$ cat src/rtl/fg_pkg.sv
package fg_pkg;
   localparam logic [15:0] CRC_POLY = 16'h1021;
   localparam logic [15:0] CRC_SEED = 16'hFFFF;
   localparam int SEQ_W = 8;
   localparam int TS_W  = 16;

   typedef enum logic [1:0] {
      V_PASS  = 2'd0,
      V_CRC   = 2'd1,
      V_SEQ   = 2'd2,
      V_ALIGN = 2'd3
   } verdict_e;

   function automatic logic [15:0] crc_byte(input logic [15:0] c, input logic [7:0] b);
      logic [15:0] r;
      r = c ^ {b, 8'h00};
      for (int i = 0; i < 8; i++) begin
         r = r[15] ? ((r << 1) ^ CRC_POLY) : (r << 1);
      end
      return r;
   endfunction
endpackage

$ cat src/rtl/fg_crc16.sv
module fg_crc16 #(
   parameter int NBYTES = 9
) (
   input  logic [NBYTES*8-1:0] data,
   output logic [15:0]         crc
);
   import fg_pkg::*;

   logic [15:0] chain [0:NBYTES];
   assign chain[0] = CRC_SEED;

   for (genvar k = 0; k < NBYTES; k++) begin : g_byte
      assign chain[k+1] = crc_byte(chain[k], data[(NBYTES-1-k)*8 +: 8]);
   end

   assign crc = chain[NBYTES];
endmodule

$ cat src/rtl/fg_sat_cnt.sv
module fg_sat_cnt #(
   parameter int W  = 8,
   parameter int AW = 1
) (
   input  logic          clk,
   input  logic          rst_n,
   input  logic          en,
   input  logic [AW-1:0] amount,
   output logic [W-1:0]  cnt
);
   if (AW > W) begin : g_bad_width
      $error("fg_sat_cnt: AW must not exceed W");
   end

   logic [W:0] sum;
   assign sum = {1'b0, cnt} + (W+1)'(amount);

   always_ff @(posedge clk) begin
      if (!rst_n)  cnt <= '0;
      else if (en) cnt <= sum[W] ? {W{1'b1}} : sum[W-1:0];
   end

   assert_no_decrease_R6: assert property (@(posedge clk) disable iff (!rst_n)
      $past(cnt) <= cnt);
endmodule

$ cat src/rtl/fg_seq_track.sv
module fg_seq_track #(
   parameter int ID_W = 4
) (
   input  logic            clk,
   input  logic            rst_n,
   input  logic [ID_W-1:0] q_node,
   input  logic [7:0]      q_seq,
   input  logic            upd,
   output logic            seq_ok,
   output logic [7:0]      step
);
   localparam int NODES = 1 << ID_W;

   logic [7:0]       last [NODES];
   logic [NODES-1:0] seen;
   logic [7:0]       diff;

   always_comb begin
      diff   = q_seq - last[q_node];
      seq_ok = !seen[q_node] || (diff != 8'd0 && !diff[7]);
      step   = seen[q_node] ? diff : 8'd1;
   end

   always_ff @(posedge clk) begin
      if (!rst_n) begin
         seen <= '0;
         for (int n = 0; n < NODES; n++) last[n] <= '0;
      end else if (upd) begin
         seen[q_node] <= 1'b1;
         last[q_node] <= q_seq;
      end
   end

   assert_accept_in_order_R2: assert property (@(posedge clk) disable iff (!rst_n)
      upd |-> seq_ok);
endmodule

$ cat src/rtl/fg_liveness.sv
module fg_liveness #(
   parameter int ID_W  = 4,
   parameter int TMO_W = 16
) (
   input  logic                            clk,
   input  logic                            rst_n,
   input  logic                            acc,
   input  logic [ID_W-1:0]                 acc_node,
   input  logic                            tick,
   input  logic [TMO_W-1:0]                cfg_timeout,
   input  logic [$clog2((1<<ID_W)+1)-1:0]  cfg_limit,
   output logic [(1<<ID_W)-1:0]            avail,
   output logic                            degraded
);
   localparam int NODES = 1 << ID_W;
   localparam int CW    = $clog2(NODES + 1);

   for (genvar n = 0; n < NODES; n++) begin : g_node
      logic [TMO_W-1:0] tmr;
      logic             av;
      logic             hit;
      assign hit = acc && (acc_node == ID_W'(n));

      always_ff @(posedge clk) begin
         if (!rst_n) begin
            tmr <= '0;
            av  <= 1'b0;
         end else if (hit) begin
            tmr <= '0;
            av  <= 1'b1;
         end else if (tick && av) begin
            tmr <= tmr + 1'b1;
            if (({1'b0, tmr} + 1'b1) >= {1'b0, cfg_timeout}) av <= 1'b0;
         end
      end

      assign avail[n] = av;

      assert_stay_down_R10: assert property (@(posedge clk) disable iff (!rst_n)
         (!av && !hit) |=> !av);
   end

   logic [CW-1:0] down_cnt;
   assign down_cnt = CW'($countones(~avail));

   always_ff @(posedge clk) begin
      if (!rst_n)                      degraded <= 1'b1;
      else if (down_cnt >= cfg_limit)  degraded <= 1'b1;
      else if (down_cnt == '0)         degraded <= 1'b0;
   end

   assert_revive_R7: assert property (@(posedge clk) disable iff (!rst_n)
      acc |=> avail[$past(acc_node)]);
   assert_degraded_hold_R9: assert property (@(posedge clk) disable iff (!rst_n)
      (degraded && down_cnt != '0) |=> degraded);
endmodule

$ cat src/rtl/frame_guard.sv
module frame_guard #(
   parameter int ID_W      = 4,
   parameter int PAY_BYTES = 4,
   parameter int CNT_W     = 8,
   parameter int LOST_W    = 16,
   parameter int TMO_W     = 16
) (
   input  logic                            clk,
   input  logic                            rst_n,
   input  logic                            in_valid,
   input  logic [ID_W-1:0]                 in_node,
   input  logic [7:0]                      in_seq,
   input  logic [15:0]                     in_ts,
   input  logic [PAY_BYTES*8-1:0]          in_payload,
   input  logic [7:0]                      in_status,
   input  logic [15:0]                     in_crc,
   input  logic [15:0]                     ref_time,
   input  logic [15:0]                     cfg_window,
   input  logic                            tick_ms,
   input  logic [TMO_W-1:0]                cfg_timeout,
   input  logic [$clog2((1<<ID_W)+1)-1:0]  cfg_limit,
   output logic                            out_valid,
   output logic [ID_W-1:0]                 out_node,
   output logic [15:0]                     out_ts,
   output logic [PAY_BYTES*8-1:0]          out_payload,
   output logic [7:0]                      out_status,
   output logic [CNT_W-1:0]                rej_crc_cnt,
   output logic [CNT_W-1:0]                rej_seq_cnt,
   output logic [CNT_W-1:0]                rej_align_cnt,
   output logic [LOST_W-1:0]               lost_cnt,
   output logic [(1<<ID_W)-1:0]            node_avail,
   output logic                            degraded
);
   import fg_pkg::*;

   localparam int PAY_W  = PAY_BYTES * 8;
   localparam int NBYTES = PAY_BYTES + 5;

   if (ID_W < 1 || ID_W > 7) begin : g_bad_id
      $error("frame_guard: ID_W out of range");
   end
   if (PAY_BYTES < 1) begin : g_bad_pay
      $error("frame_guard: PAY_BYTES must be at least 1");
   end
   if (LOST_W < 8 || CNT_W < 1) begin : g_bad_cnt
      $error("frame_guard: counter widths too small");
   end

   // ---- check code over the serialised frame
   logic [15:0] crc_calc;
   fg_crc16 #(.NBYTES(NBYTES)) u_crc (
      .data ({8'(in_node), in_seq, in_ts, in_payload, in_status}),
      .crc  (crc_calc)
   );

   // ---- sequence tracking
   logic       seq_ok;
   logic [7:0] step;
   logic       acc;
   fg_seq_track #(.ID_W(ID_W)) u_seq (
      .clk    (clk),
      .rst_n  (rst_n),
      .q_node (in_node),
      .q_seq  (in_seq),
      .upd    (acc),
      .seq_ok (seq_ok),
      .step   (step)
   );

   // ---- time alignment
   logic [15:0] tdiff, tmag;
   logic        align_ok;
   always_comb begin
      tdiff    = in_ts - ref_time;
      tmag     = tdiff[15] ? (~tdiff + 16'd1) : tdiff;
      align_ok = tmag <= cfg_window;
   end

   // ---- combined verdict, first failing test wins
   verdict_e verdict;
   always_comb begin
      if (crc_calc != in_crc) verdict = V_CRC;
      else if (!seq_ok)       verdict = V_SEQ;
      else if (!align_ok)     verdict = V_ALIGN;
      else                    verdict = V_PASS;
   end
   assign acc = in_valid && (verdict == V_PASS);

   // ---- reject counters, one per reason
   logic [CNT_W-1:0] rej_cnt [3];
   for (genvar r = 0; r < 3; r++) begin : g_rej
      fg_sat_cnt #(.W(CNT_W), .AW(1)) u_cnt (
         .clk    (clk),
         .rst_n  (rst_n),
         .en     (in_valid && (verdict == verdict_e'(2'(r + 1)))),
         .amount (1'b1),
         .cnt    (rej_cnt[r])
      );
   end
   assign rej_crc_cnt   = rej_cnt[0];
   assign rej_seq_cnt   = rej_cnt[1];
   assign rej_align_cnt = rej_cnt[2];

   fg_sat_cnt #(.W(LOST_W), .AW(8)) u_lost (
      .clk    (clk),
      .rst_n  (rst_n),
      .en     (acc && step > 8'd1),
      .amount (step - 8'd1),
      .cnt    (lost_cnt)
   );

   // ---- liveness and degraded mode
   fg_liveness #(.ID_W(ID_W), .TMO_W(TMO_W)) u_live (
      .clk         (clk),
      .rst_n       (rst_n),
      .acc         (acc),
      .acc_node    (in_node),
      .tick        (tick_ms),
      .cfg_timeout (cfg_timeout),
      .cfg_limit   (cfg_limit),
      .avail       (node_avail),
      .degraded    (degraded)
   );

   // ---- forwarded sample
   always_ff @(posedge clk) begin
      if (!rst_n) begin
         out_valid   <= 1'b0;
         out_node    <= '0;
         out_ts      <= '0;
         out_payload <= '0;
         out_status  <= '0;
      end else begin
         out_valid <= acc;
         if (acc) begin
            out_node    <= in_node;
            out_ts      <= in_ts;
            out_payload <= in_payload;
            out_status  <= in_status;
         end
      end
   end

   assert_out_follows_frame_R5: assert property (@(posedge clk) disable iff (!rst_n)
      out_valid |-> $past(in_valid));
   assert_bad_code_dropped_R1: assert property (@(posedge clk) disable iff (!rst_n)
      (in_valid && in_crc != crc_calc) |=> !out_valid);
   assert_drop_counts_once_R6: assert property (@(posedge clk) disable iff (!rst_n)
      in_valid |=> ($countones({rej_crc_cnt != $past(rej_crc_cnt),
                                rej_seq_cnt != $past(rej_seq_cnt),
                                rej_align_cnt != $past(rej_align_cnt), out_valid}) <= 1));
endmodule

$ cat config.mk
export PLATFORM = sky130hd
export DESIGN_NAME = frame_guard
export DESIGN_NICKNAME = d
export VERILOG_FILES = /design/src/rtl/fg_pkg.sv /design/src/rtl/fg_crc16.sv /design/src/rtl/fg_sat_cnt.sv /design/src/rtl/fg_seq_track.sv /design/src/rtl/fg_liveness.sv /design/src/rtl/frame_guard.sv
export SDC_FILE = /design/constraint.sdc
export NUM_CORES = 2
export LEC_CHECK = 0
export ABC_AREA = 1
export BUFFER_PORTS_ARGS = -buffer_cell sky130_fd_sc_hd__clkbuf_2
export CAP_MARGIN = 0
export CORE_MARGIN = 2
export CORE_UTILIZATION = 30
export CTS_CLUSTER_SIZE = 28
export DETAILED_ROUTE_END_ITERATION = 10
export PLACE_DENSITY_LB_ADDON = 0.05
export SYNTH_ARGS = -nofsm -noshare
export SYNTH_HDL_FRONTEND = slang
export SYNTH_SLANG_ARGS = --single-unit
$ cat constraint.sdc
create_clock -name clk -period 4.85 [get_ports clk]
set_input_delay 0 -clock clk [delete_from_list [all_inputs] [get_ports clk]]
set_output_delay 0 -clock clk [all_outputs]
set_load 0.01 [all_outputs]
==> results.yml <==
sta:
  fin_worst_skew_ps: 40.3
  final_hold_viol_count: 0
  finalCriticalPeriod_ps: 4630
  pnr_worst_setup_slack_ps: 225
  final_max_slew_viol_count: 0
  report.final.setup_viol: 0
  fin_crit_sh: 0.954
  worst_pin_slew_ps: 947
  rsz0062_at_grt: "yes"
  highest_clock_frequency_the_design_can_meet_mhz: 216
  slew_headroom: 0.369
layout:
  final_nets: 6481
  areaGrowthSynthToFinish_pct: 29.9
  n_fill_cell: 13100
  number_of_diodes_added_for_antenna_fixing: 0
  final_cell_area_um2: 48600
  proportion_of_layout_cells_with_a_drive_suffix_above_1: 0.212
hold_path:
  timing.hold.worst_endpoint: "out_node[0]"
  hold_path.startpoint: "in_node[0]"
  worstHoldPathCells: 4
  hold_class: "in2reg"
global_routing:
  grt_util_all_layers: 0.204
  grt_pass1_wl_um: 202000
  antenna_found_initial: 1
  grt_max_degree: 59
  overflow: 0
  grt_pass1_vias: 34400
worst_setup_path:
  path_class: "reg2reg"
  r2r_setup_slack_ps: 220
  critPathMostFrequentCell: "sky130_fd_sc_hd__fa_1"
  path_buf_inv: 3
  regToRegEndpoint: "u_live.degraded"
  worst_r2r_startpoint: "u_live.g_node[14].av"
  worstRegToRegCells: 15
  crit_required_ps: 5390
  startpoint_type: "flop"
  critical_path_arrival_ps: 5160
  cpLargestDelayFamily: "adder cells"
  critical_path.max_fanout: 2
  worst_setup_path_end_kind: "flop"
  crit_path_cell_trace: "inv_1 > ha_1 > fa_1 > inv_1 > fa_1 > fa_1 > inv_1 > fa_1 > ha_1 > fa_1 > ha_1 > o21a_1 > o21a_1 > o21ai_0 > nand3_1"
  cp_max_stage_cell: "sky130_fd_sc_hd__fa_1"
  timing.critical_path.slowest_cell_delay_ps: 570
clock_network:
  tritoncts.num_buffers: 71
  cts.sink_count: 518
  cts_root_buffer: "sky130_fd_sc_hd__clkbuf_16"
  worst_skew_pair.late_latency_ps: 670
  clk_pin_slew_ps: 60
  max-clock-path-buffers: 3
  cts_tree: "built"
  number_of_levels_in_the_clock_h_tree: 3
floorplan:
  ioPinCount: 259
  rows: 129
  floorplan.initialDensity: 0.302
  core-area_um2: 124000
  fp.dieArea_um2: 127000
  die_x_um: 357
  fp.dieH_um: 357
detailed_routing:
  post_drt_via_cell_ratio: 4.71
  dr.pass1.iters: 7
  totalWireLength_um: 133000
  drt_drc_violations_left: 0
  drt_iter0_drc: 2155
  wl_per_instance_um: 17.3
  detailroute.via_count: 36200
  antenna_left: 0
synth:
  ys_dominant_reg_cell: "sky130_fd_sc_hd__dfxtp_1"
  synth_edf_count: 128
  avg_cell_area_syn_um2: 7.12
  ys_types: 64
  synth_top_area_cell: "sky130_fd_sc_hd__dfxtp_1"
  yosysWarningCount: 0
  syn_inst: 5250
  synth.ff_latch_count: 518
  synth_nets: 5747
  async_flop_share: 0
  post_synth_main_area_contributors: "sky130_fd_sc_hd__dfxtp_1 21%, sky130_fd_sc_hd__nand2_1 13%, sky130_fd_sc_hd__ha_1 11%, sky130_fd_sc_hd__edfxtp_1 10%, sky130_fd_sc_hd__inv_1 6.0%"
  top_cell_type_s_share_of_synthesized_area: 0.209
  yosysSeqAreaShare: 0.312
  post_synth_instance_area_um2: 37400
placed_design:
  dpl_cell_area_um2: 43900
  post-dp-hpwl_um: 99800
  port_buffers: 258
  finalWeightedCongestion: 0.828
  pre_cts_ws_ps: -715
run_status:
  outcome: "completed"
power:
  fin_total_pwr_mw: 22.1
  irDropWorstVdd_v: 0.000753
  leakage_nw: 22.5
  p_per_area_nw_per_um2: 454
flow_run:
  cap_viol_max_count: 0
==> power by group <==
group          switching [mW]  internal (mW)
sequential             0.0150           4.46
clock                    2.22           3.18
combinational            7.15           5.04
total                    9.38           12.7
==> synth_stat cells, types with 6 or more instances <==
master                     count
sky130_fd_sc_hd__o22ai_1       7
sky130_fd_sc_hd__nand3b_1     23
sky130_fd_sc_hd__o221ai_1      7
sky130_fd_sc_hd__buf_4        40
sky130_fd_sc_hd__nand4_1      74
sky130_fd_sc_hd__o21ai_0     259
sky130_fd_sc_hd__a21o_1        6
sky130_fd_sc_hd__nand3_1     400
sky130_fd_sc_hd__o31ai_1       7
sky130_fd_sc_hd__xor2_1      230
sky130_fd_sc_hd__inv_2        16
sky130_fd_sc_hd__nor4_1       25
sky130_fd_sc_hd__nand2_2      83
sky130_fd_sc_hd__nand2_1    1309
sky130_fd_sc_hd__dfxtp_1     390
sky130_fd_sc_hd__nand2_4      15
sky130_fd_sc_hd__a211oi_1      7
sky130_fd_sc_hd__nor3b_1      11
sky130_fd_sc_hd__fa_1         14
sky130_fd_sc_hd__o41ai_1       8
sky130_fd_sc_hd__mux2i_1       7
sky130_fd_sc_hd__a22oi_1      32
sky130_fd_sc_hd__ha_1        342
sky130_fd_sc_hd__o21a_1       10
sky130_fd_sc_hd__a31oi_1      37
sky130_fd_sc_hd__buf_2         8
sky130_fd_sc_hd__nor3_1       56
sky130_fd_sc_hd__a21oi_1     363
sky130_fd_sc_hd__clkinv_1     10
sky130_fd_sc_hd__buf_6         8
sky130_fd_sc_hd__or2_2        19
sky130_fd_sc_hd__nand3_2      38
sky130_fd_sc_hd__edfxtp_1    128
sky130_fd_sc_hd__clkbuf_1     85
sky130_fd_sc_hd__xnor2_1      37
sky130_fd_sc_hd__inv_1       594
sky130_fd_sc_hd__o21bai_1     21
sky130_fd_sc_hd__nor2_1      459
==> sequential cells by signal (all words and copies together) (netlist names) <==
name and cells:
out_status 8, out_node 4, out_ts 16, u_seq.seen 16
u_live.degraded 1, out_payload 32, u_live.g_node.av 16, u_seq.last 128
u_lost.cnt 16, u_live.g_node.tmr 256, g_rej.u_cnt.cnt 24, out_valid 1
==> worst max-delay path by stage <==
stage | from | end | cells after the start
floorplan | ref_time[2] | u_seq.last[7][0] | 40
global placement | in_node[1] | u_lost.cnt[13] | 33
detailed placement | in_node[3] | u_seq.last[6][3] | 41
CTS | u_seq.last[4][0] | u_lost.cnt[5] | 33
global route | in_node[1] | u_live.g_node[0].tmr[0] | 47
finish | u_live.g_node[14].av | u_live.degraded | 15
==> metrics by stage <==
| step | util | hold slack, ps | instances | setup TNS (ps) |
|---|---|---|---|---|
| after global routing | 0.393 | 20.9 | 7676 | -5790 |
| after floorplan | - | 147 | 5250 | 0 |
| after global placement | 0.355 | 272 | 7456 | -341050 |
| final | 0.393 | 38.0 | 7676 | 0 |
| after detailed placement | 0.355 | 275 | 7456 | -370490 |
| after CTS | 0.380 | 7.39 | 7654 | 0 |
==> cells by family (layout without fill, tap and decap cells) <==
family,after synthesis,in the layout,share of synthesized area
simple gates,2534,2537,0.300
flops,518,518,0.312
mux,7,7,0.00187
buf+inv,766,1552,0.0830
xor+xnor,267,267,0.0626
compound gates,802,802,0.119
fa+ha+maj,356,356,0.122
==> cell type report <==
type,count,area (µm²),share of cell area
clock inverter,34,394,0.00812
inverter,622,2350,0.0485
sequential,518,11700,0.240
timing repair buffer,802,6200,0.128
clock buffer,94,1960,0.0403
tap,1637,2050,0.0422
multi-input combinational,3969,24000,0.493
==> layer usage <==
layer,vias up,global-route usage,routed length (µm)
met4,2,0.0466,2860
li1,18800,-,-
met3,136,0.0243,4430
met5,-,0,13
met1,16600,0.276,64200
met2,578,0.344,61400
==> placed cells by master (no fill, tap or decap), drive strengths merged, types with 230 or more instances in the layout <==
master,netlist,final
a21oi,363,363
buf,59,476
clkbuf,85,350
dfxtp,390,390
ha,342,342
inv,612,618
nand2,1407,1410
nand3,440,440
nor2,467,467
o21ai,269,269
xor2,230,230
==> worst min-delay path, delay by kind of cell <==
kind / cells / cell delay (ps)
buf+inv: 2 / 450
simple gates: 1 / 120
compound gates: 1 / 50
==> repair_timing <==
| action | 4_1_cts | 5_1_grt |
|---|---|---|
| gates cloned | 0 | 6 |
| hold endpoints to repair | 150 | 1 |
| resized for setup | 2 | 353 |
| pin swaps | 0 | 89 |
| setup endpoints to repair | 7 | 645 |
| hold buffers | 70 | 1 |
| setup buffers | 0 | 16 |
Power figures use the tool's default switching activity.
